File: src/rtl/mdac_pkg.sv
`timescale 1ns/1ps
package mdac_pkg;
  localparam int OPW      = 16;
  localparam int DW       = 2 * OPW;
  localparam int MUL_LAT  = 4;
  localparam int MAC_LAT  = 4;
  localparam int D16_LAT  = 8;
  localparam int D32_LAT  = 16;
  localparam int CNTW     = $clog2(D32_LAT);
  localparam int MUL_NIB  = OPW / MUL_LAT;
  localparam int MUL_IDXW = $clog2(MUL_LAT);
  localparam int D16_BITS = DW / D16_LAT;
  localparam int D32_BITS = DW / D32_LAT;
  localparam int DIV_MAXB = (D16_BITS > D32_BITS) ? D16_BITS : D32_BITS;
  localparam int NBW      = $clog2(DIV_MAXB + 1);
  localparam int AW       = 3;

  typedef enum logic [1:0] {
    M_MUL   = 2'd0,
    M_MAC   = 2'd1,
    M_DIV16 = 2'd2,
    M_DIV32 = 2'd3
  } mode_e;

  localparam logic [AW-1:0] A_OPA_LO = 3'd0;
  localparam logic [AW-1:0] A_OPA_HI = 3'd1;
  localparam logic [AW-1:0] A_OPB_LO = 3'd2;
  localparam logic [AW-1:0] A_OPB_HI = 3'd3;
  localparam logic [AW-1:0] A_ACC_LO = 3'd4;
  localparam logic [AW-1:0] A_ACC_HI = 3'd5;
  localparam logic [AW-1:0] A_CTRL   = 3'd6;

  localparam logic [AW-1:0] R_RES_LO = 3'd0;
  localparam logic [AW-1:0] R_RES_HI = 3'd1;
  localparam logic [AW-1:0] R_REM_LO = 3'd2;
  localparam logic [AW-1:0] R_REM_HI = 3'd3;
  localparam logic [AW-1:0] R_STAT   = 3'd4;

  function automatic int unsigned lat_of(mode_e m);
    case (m)
      M_MUL:   return MUL_LAT;
      M_MAC:   return MAC_LAT;
      M_DIV16: return D16_LAT;
      default: return D32_LAT;
    endcase
  endfunction
endpackage

File: src/rtl/mdac_mul_step.sv
`timescale 1ns/1ps
// One radix-2^NIB partial-product step of an unsigned shift-add multiplier.
module mdac_mul_step #(
  parameter int OPW  = 16,
  parameter int DW   = 32,
  parameter int NIB  = 4,
  localparam int STEPS = OPW / NIB,
  localparam int IDXW  = (STEPS > 1) ? $clog2(STEPS) : 1
) (
  input  logic [DW-1:0]   prod_i,
  input  logic [OPW-1:0]  mcand_i,
  input  logic [OPW-1:0]  mplier_i,
  input  logic [IDXW-1:0] idx_i,
  output logic [DW-1:0]   prod_o
);
  logic [NIB-1:0] digit;
  logic [DW-1:0]  pp;

  always_comb begin
    digit  = mplier_i[idx_i*NIB +: NIB];
    pp     = DW'(mcand_i) * DW'(digit);
    prod_o = prod_i + (pp << (idx_i * NIB));
  end
endmodule

File: src/rtl/mdac_div_step.sv
`timescale 1ns/1ps
// Restoring division: retires up to MAXB quotient bits per call, nbits_i chosen at run time.
module mdac_div_step #(
  parameter int DW   = 32,
  parameter int MAXB = 4,
  localparam int NBW = $clog2(MAXB + 1)
) (
  input  logic [DW-1:0]  rem_i,
  input  logic [DW-1:0]  quo_i,
  input  logic [DW-1:0]  dvs_i,
  input  logic [NBW-1:0] nbits_i,
  output logic [DW-1:0]  rem_o,
  output logic [DW-1:0]  quo_o
);
  logic [DW:0]   trial;
  logic [DW-1:0] r, q;

  always_comb begin
    r     = rem_i;
    q     = quo_i;
    trial = '0;
    for (int i = 0; i < MAXB; i++) begin
      if (NBW'(i) < nbits_i) begin
        trial = {r, q[DW-1]};
        q     = {q[DW-2:0], 1'b0};
        if (trial >= {1'b0, dvs_i}) begin
          trial = trial - {1'b0, dvs_i};
          q[0]  = 1'b1;
        end
        r = trial[DW-1:0];
      end
    end
    rem_o = r;
    quo_o = q;
  end
endmodule

File: src/rtl/mdac_unit.sv
`timescale 1ns/1ps
module mdac_unit
  import mdac_pkg::*;
(
  input  logic          clk_i,
  input  logic          rst_ni,
  input  logic          wr_en_i,
  input  logic [AW-1:0] wr_addr_i,
  input  logic [OPW-1:0] wr_data_i,
  input  logic [AW-1:0] rd_addr_i,
  output logic [OPW-1:0] rd_data_o,
  input  logic          start_i,
  output logic          busy_o,
  output logic          done_o,
  output logic          ovf_o,
  output logic          dz_o
);
  // programmer-visible state
  logic [DW-1:0] op_a_q, op_b_q, acc_q, res_q, rem_q;
  mode_e         mode_q;
  logic          sgn_q, sat_q;
  logic          busy_q, done_q, ovf_q, dz_q;

  // run state
  logic [CNTW-1:0] cnt_q;
  mode_e           run_mode_q;
  logic            run_sgn_q, run_sat_q, neg_q_q, neg_r_q, zdiv_q;
  logic [OPW-1:0]  m_a_q, m_b_q;
  logic [DW-1:0]   w_p_q, w_rem_q, w_quo_q, w_div_q;

  logic wr_ok, start_ok;
  assign wr_ok    = wr_en_i && !busy_q;
  assign start_ok = start_i && !busy_q;

  // operand preparation at start
  logic           a_neg16, b_neg16, dvd_neg, dvs_neg, is_div;
  logic [OPW-1:0] mag_a16, mag_b16;
  logic [DW-1:0]  dvs_raw, mag_dvd, mag_dvs;

  always_comb begin
    is_div  = (mode_q == M_DIV16) || (mode_q == M_DIV32);
    a_neg16 = sgn_q & op_a_q[OPW-1];
    b_neg16 = sgn_q & op_b_q[OPW-1];
    mag_a16 = a_neg16 ? -op_a_q[OPW-1:0] : op_a_q[OPW-1:0];
    mag_b16 = b_neg16 ? -op_b_q[OPW-1:0] : op_b_q[OPW-1:0];
    if (mode_q == M_DIV16)
      dvs_raw = {{OPW{sgn_q & op_b_q[OPW-1]}}, op_b_q[OPW-1:0]};
    else
      dvs_raw = op_b_q;
    dvd_neg = sgn_q & op_a_q[DW-1];
    dvs_neg = sgn_q & dvs_raw[DW-1];
    mag_dvd = dvd_neg ? -op_a_q : op_a_q;
    mag_dvs = dvs_neg ? -dvs_raw : dvs_raw;
  end

  // iteration datapath
  logic [MUL_IDXW-1:0] mul_idx;
  logic [NBW-1:0]      div_nbits;
  logic [DW-1:0]       mul_out, rem_out, quo_out;

  assign mul_idx   = MUL_IDXW'(MUL_LAT - 1) - cnt_q[MUL_IDXW-1:0];
  assign div_nbits = (run_mode_q == M_DIV16) ? NBW'(D16_BITS) : NBW'(D32_BITS);

  mdac_mul_step #(.OPW(OPW), .DW(DW), .NIB(MUL_NIB)) u_mul (
    .prod_i  (w_p_q),
    .mcand_i (m_a_q),
    .mplier_i(m_b_q),
    .idx_i   (mul_idx),
    .prod_o  (mul_out)
  );

  mdac_div_step #(.DW(DW), .MAXB(DIV_MAXB)) u_div (
    .rem_i  (w_rem_q),
    .quo_i  (w_quo_q),
    .dvs_i  (w_div_q),
    .nbits_i(div_nbits),
    .rem_o  (rem_out),
    .quo_o  (quo_out)
  );

  // final fix-up on the last iteration
  logic [DW-1:0] prod_s, sat_val, fin_res, fin_rem;
  logic [DW:0]   sum_x;
  logic          ovf_hit;

  always_comb begin
    prod_s = neg_q_q ? -mul_out : mul_out;
    if (run_sgn_q) begin
      sum_x   = {prod_s[DW-1], prod_s} + {acc_q[DW-1], acc_q};
      ovf_hit = sum_x[DW] ^ sum_x[DW-1];
      sat_val = sum_x[DW] ? {1'b1, {(DW-1){1'b0}}} : {1'b0, {(DW-1){1'b1}}};
    end else begin
      sum_x   = {1'b0, prod_s} + {1'b0, acc_q};
      ovf_hit = sum_x[DW];
      sat_val = '1;
    end
    fin_rem = '0;
    case (run_mode_q)
      M_MUL: fin_res = prod_s;
      M_MAC: fin_res = (run_sat_q && ovf_hit) ? sat_val : sum_x[DW-1:0];
      default: begin
        fin_res = zdiv_q ? '1     : (neg_q_q ? -quo_out : quo_out);
        fin_rem = zdiv_q ? op_a_q : (neg_r_q ? -rem_out : rem_out);
      end
    endcase
  end

  // register writes
  always_ff @(posedge clk_i or negedge rst_ni) begin
    if (!rst_ni) begin
      op_a_q <= '0;
      op_b_q <= '0;
      acc_q  <= '0;
      mode_q <= M_MUL;
      sgn_q  <= 1'b0;
      sat_q  <= 1'b0;
    end else if (wr_ok) begin
      case (wr_addr_i)
        A_OPA_LO: op_a_q[OPW-1:0]  <= wr_data_i;
        A_OPA_HI: op_a_q[DW-1:OPW] <= wr_data_i;
        A_OPB_LO: op_b_q[OPW-1:0]  <= wr_data_i;
        A_OPB_HI: op_b_q[DW-1:OPW] <= wr_data_i;
        A_ACC_LO: acc_q[OPW-1:0]   <= wr_data_i;
        A_ACC_HI: acc_q[DW-1:OPW]  <= wr_data_i;
        A_CTRL: begin
          mode_q <= mode_e'(wr_data_i[1:0]);
          sgn_q  <= wr_data_i[2];
          sat_q  <= wr_data_i[3];
        end
        default: ;
      endcase
    end
  end

  // sequencer
  always_ff @(posedge clk_i or negedge rst_ni) begin
    if (!rst_ni) begin
      busy_q     <= 1'b0;
      done_q     <= 1'b0;
      ovf_q      <= 1'b0;
      dz_q       <= 1'b0;
      cnt_q      <= '0;
      run_mode_q <= M_MUL;
      run_sgn_q  <= 1'b0;
      run_sat_q  <= 1'b0;
      neg_q_q    <= 1'b0;
      neg_r_q    <= 1'b0;
      zdiv_q     <= 1'b0;
      m_a_q      <= '0;
      m_b_q      <= '0;
      w_p_q      <= '0;
      w_rem_q    <= '0;
      w_quo_q    <= '0;
      w_div_q    <= '0;
      res_q      <= '0;
      rem_q      <= '0;
    end else begin
      if (wr_ok && wr_addr_i == A_CTRL) ovf_q <= 1'b0;
      if (start_ok) begin
        busy_q     <= 1'b1;
        done_q     <= 1'b0;
        dz_q       <= 1'b0;
        cnt_q      <= CNTW'(lat_of(mode_q) - 1);
        run_mode_q <= mode_q;
        run_sgn_q  <= sgn_q;
        run_sat_q  <= sat_q;
        neg_q_q    <= is_div ? (dvd_neg ^ dvs_neg) : (a_neg16 ^ b_neg16);
        neg_r_q    <= dvd_neg;
        zdiv_q     <= is_div && (dvs_raw == '0);
        m_a_q      <= mag_a16;
        m_b_q      <= mag_b16;
        w_p_q      <= '0;
        w_rem_q    <= '0;
        w_quo_q    <= mag_dvd;
        w_div_q    <= mag_dvs;
      end else if (busy_q) begin
        w_p_q   <= mul_out;
        w_rem_q <= rem_out;
        w_quo_q <= quo_out;
        if (cnt_q == '0) begin
          busy_q <= 1'b0;
          done_q <= 1'b1;
          res_q  <= fin_res;
          rem_q  <= fin_rem;
          dz_q   <= zdiv_q;
          if (run_mode_q == M_MAC && run_sat_q && ovf_hit) ovf_q <= 1'b1;
        end else begin
          cnt_q <= cnt_q - 1'b1;
        end
      end
    end
  end

  // read port
  always_comb begin
    case (rd_addr_i)
      R_RES_LO: rd_data_o = res_q[OPW-1:0];
      R_RES_HI: rd_data_o = res_q[DW-1:OPW];
      R_REM_LO: rd_data_o = rem_q[OPW-1:0];
      R_REM_HI: rd_data_o = rem_q[DW-1:OPW];
      R_STAT:   rd_data_o = {{(OPW-4){1'b0}}, ovf_q, dz_q, done_q, busy_q};
      default:  rd_data_o = '0;
    endcase
  end

  assign busy_o = busy_q;
  assign done_o = done_q;
  assign ovf_o  = ovf_q;
  assign dz_o   = dz_q;
endmodule

File: config.mk
export PLATFORM = sky130hd
export DESIGN_NAME = mdac_unit
export DESIGN_NICKNAME = d
export VERILOG_FILES = /design/src/rtl/mdac_pkg.sv /design/src/rtl/mdac_mul_step.sv /design/src/rtl/mdac_div_step.sv /design/src/rtl/mdac_unit.sv
export SDC_FILE = /design/constraint.sdc
export NUM_CORES = 2
export LEC_CHECK = 0
export BUFFER_PORTS_ARGS = -buffer_cell sky130_fd_sc_hd__buf_4
export CAP_MARGIN = 25
export CORE_MARGIN = 1.5
export CORE_UTILIZATION = 57
export DETAILED_ROUTE_END_ITERATION = 16
export PLACE_DENSITY_LB_ADDON = 0.1
export REMOVE_ABC_BUFFERS = 1
export SYNTH_ARGS = -nofsm -noshare
export SYNTH_HDL_FRONTEND = slang
export SYNTH_SLANG_ARGS = --single-unit
File: constraint.sdc
create_clock -name clk_i -period 15.57 [get_ports clk_i]
set_input_delay 1.557 -clock clk_i [delete_from_list [all_inputs] [get_ports clk_i]]
set_output_delay 1.557 -clock clk_i [all_outputs]
set_load 0.1 [all_outputs]
==> impl_summary.log <==
[metrics] outcome: finished clean
[metrics] number of antenna violations at the first check in global routing: 8
[metrics] number of buffers on the longest clock path: 3
[metrics] initial drt markers: 3797
[metrics] highest fanout seen on the critical path: 14
[metrics] Critical Path Max Stage Delay: 670 ps
[metrics] ANT nets after route: 0
[metrics] slack of the worst reg-to-reg path: 670 ps
[metrics] slew margin rel.: 31.2%
[metrics] source of the worst hold timing path: m_b_q[15]$_DFFE_PN0P_
[metrics] number of placed instances with taps included: 4678
[metrics] GRT overflow: 0
[metrics] post-detailed-route via-to-cell ratio: 6.54
[metrics] net total in the final layout: 4249
[metrics] number of clock sinks: 338
[metrics] number of setup violations in the final report: 0
[metrics] aggregate global-route resource usage: 40.6%
[metrics] number of remaining DRC errors: 0
[metrics] initial cell density of the core: 57.5%
[metrics] overall die width: 241 um
[metrics] number of buffers inserted during clock tree synthesis: 41
[metrics] total standard cell area after synthesis: 0.0324 mm2
[metrics] worst reg2reg path endpoint: rem_q[28]$_DFFE_PN0P_
[metrics] shortest period the worst path allows: 14900 ps
[metrics] final weighted congestion in routability-driven placement: 1.03
[metrics] vias in the first global route: 28267
[metrics] maximum number of pins on one net before global-route repair: 102
[metrics] Hold Crit Class: reg -> reg
[metrics] Final Non-Filler Cells: 4755
[metrics] first-pass GRT wire length: 177000 um
[metrics] CTS Hold Bufs: 0
[metrics] cell mode on critical path: ha_1
[metrics] capture endpoint of the worst hold path: m_b_q[15]$_DFFE_PN0P_
[metrics] clock latency on the worst-skew pair: 600 ps
[metrics] Worst Max-Slew Pin Slew: 1030 ps
[metrics] vertical die dimension: 241 um
[metrics] number of flops mapped to enable cells by yosys: 0
[metrics] H-tree Lvls: 2
[metrics] arrival time reported for the critical path endpoint: 15370 ps
[metrics] critical path class: reg -> reg
[metrics] Worst Setup Slack post-DPL: 335 ps
[metrics] Final Cycle Share: 95.7%
[metrics] half-perimeter wire length after detailed placement: 91800 um
[metrics] Std-Cell Core Area: 0.0563 mm2
[metrics] number of buffers inserted to repair setup after CTS: 0
[metrics] share of cells above drive strength 1: 10.8%
[metrics] boundary pin count: 46
[metrics] Total Die Area: 0.0582 mm2
[metrics] count of cell types in the netlist: 102
[metrics] number of hold-slack violations in the final timing report: 0
[metrics] Buffers on Ports: 45
[metrics] Reg2Reg Depth: 48
[metrics] critical path data required time: 16040 ps
[metrics] clock tree from TritonCTS: built
[metrics] setup slack of the critical path after layout: 674 ps
[metrics] Final Slew Violations: 0
[metrics] syn avg cell area: 8.11 um2
[metrics] Clock Skews: 28.1 ps
[metrics] clock tree root driver cell: clkbuf_16
[metrics] max frequency: 67.1 MHz
[metrics] startpoint of the most critical register-to-register path: w_div_q[7]$_DFFE_PN0P_
[metrics] most frequently used flop master after synthesis: dfrtp_1
[metrics] wirelength, routed: 119000 um
[metrics] unrepaired setup endpoints after global routing: no
[metrics] master of the slowest instance on the critical path: or4_1
[metrics] Hold Path Stages: 2
[metrics] FFs w/ async S/R, synth: 100%
[metrics] count of state elements after synthesis: 338
[metrics] area growth from synthesis to layout: 8.32%
[metrics] Setup crit start kind: flip-flop
[metrics] Synthesis Warnings: 0
[metrics] Setup TNS: 0 ps
[metrics] sort of element at the end of the critical path: flip-flop
[metrics] average wire per cell in the routed design: 25.1 um
[metrics] antenna diode count: 0
[metrics] number of instances in the synthesized netlist: 3990
[metrics] Seq/Total Area, Yosys: 26.1%
[metrics] number of vias after detailed routing: 31116
[metrics] first-pass iteration count of the detailed router: 6
[metrics] Row Count: 87
[metrics] Clock transition at path regs: 70 ps
[metrics] final-layout worst hold slack: 472 ps
[metrics] Resized Gates After CTS: 0
[metrics] max cap viols: 0
==> synth_stat cells, types with 50 or more instances <==
| library cell | number | area [um2] |
|---|---|---|
| xnor2_1 | 212 | 1860 |
| nor2_1 | 325 | 1220 |
| a21oi_1 | 292 | 1460 |
| mux2i_1 | 65 | 651 |
| clkbuf_1 | 148 | 556 |
| nor3_1 | 69 | 345 |
| mux2_2 | 154 | 1730 |
| o21ai_0 | 350 | 1750 |
| nor2b_1 | 50 | 313 |
| nand3_1 | 62 | 310 |
| ha_1 | 221 | 2770 |
| dfrtp_1 | 338 | 8460 |
| xor2_1 | 119 | 1040 |
| a21o_1 | 64 | 480 |
| a31oi_1 | 73 | 457 |
| nand2_1 | 485 | 1820 |
| inv_1 | 185 | 694 |
==> registers in the layout, indices dropped and copies added, names as in the netlist, 4 cells and up <==
| register | cells |
|---|---|
| acc_q | 32 |
| cnt_q | 4 |
| m_a_q | 16 |
| m_b_q | 16 |
| op_a_q | 32 |
| op_b_q | 32 |
| rem_q | 32 |
| res_q | 32 |
| w_div_q | 31 |
| w_p_q | 32 |
| w_quo_q | 32 |
| w_rem_q | 32 |
==> logic make-up (layout without fill, tap and decap cells) <==
family / after synthesis / in the layout / share of synthesized area, %
xor gates and xnor gates: 331 / 331 / 8.95
and+or+nand+nor: 1268 / 1268 / 18.2
adders and majority gates: 255 / 255 / 10.6
buffers and inverters: 380 / 389 / 4.65
DFF: 338 / 338 / 26.1
muxes: 236 / 236 / 8.53
AOI/OAI and AO/OA: 1182 / 1182 / 22.9
==> metal layers <==
metal | vias up | track usage, % | part of all wire [%]
met2 | 1543 | 58.8 | 41
met3 | 216 | 9.14 | 11
met1 | 15059 | 59.4 | 44
met4 | 4 | 13.5 | 3.5
li1 | 14294 | - | -
met5 | - | 0 | 0.028
==> final cells by class <==
cell class                 count  area [um2]
clock inverter                20         259
timing repair buffer         127        1050
multi-input combinational   3272       22500
sequential                   338        8460
clock buffer                  54        1190
fill                        5085       21200
inverter                     188         706
tap                          756         946
==> worst max-delay path, delay by kind of cell, from the launching register on <==
family | cells | cell delay (ps)
adder cells (fa/ha/maj) | 4 | 1600
AO/OA/AOI/OAI | 20 | 6420
AND/OR/NAND/NOR | 16 | 4460
multiplexers | 3 | 1160
flip-flops | 1 | 340
buffers and inverters | 5 | 750
==> worst max-delay path by stage <==
| stage | start | to | slack [ps] | cells after the start |
|---|---|---|---|---|
| after floorplan | w_div_q[1]$_DFFE_PN0P_ | rem_q[28]$_DFFE_PN0P_ | 1010 | 43 |
| after global placement | w_div_q[1]$_DFFE_PN0P_ | rem_q[28]$_DFFE_PN0P_ | 520 | 47 |
| after detailed placement | w_div_q[1]$_DFFE_PN0P_ | rem_q[28]$_DFFE_PN0P_ | 340 | 48 |
| after CTS | w_div_q[1]$_DFFE_PN0P_ | rem_q[28]$_DFFE_PN0P_ | 270 | 48 |
| after global routing | w_div_q[1]$_DFFE_PN0P_ | rem_q[28]$_DFFE_PN0P_ | 80 | 49 |
| final | w_div_q[7]$_DFFE_PN0P_ | rem_q[28]$_DFFE_PN0P_ | 670 | 48 |
==> metrics by stage <==
stage	utilization [%]	cell area, um2
floorplan	-	31600
global placement	59.5	33500
detailed placement	59.6	33600
CTS	62.2	35000
global route	62.3	35100
finish	62.3	35100
==> cell usage in the layout (no fill, tap or decap), drive strengths merged, types with 42 or more instances in the layout <==
cell,synthesis,layout
a21oi,293,293
xor2,119,119
mux2,155,155
ha,221,221
nand3,62,62
nor2,326,326
nor2b,50,50
o21ai,364,364
clkbuf,149,55
nor3,70,70
xnor2,212,212
mux2i,65,65
buf,43,126
a21o,64,64
nand2,485,485
and2,45,45
a31oi,73,73
dfrtp,338,338
o31ai,42,42
inv,186,188
Power is left out: the tool's default activity adds up to more than one toggle a clock period on the data nets, which glitch-free logic cannot reach.
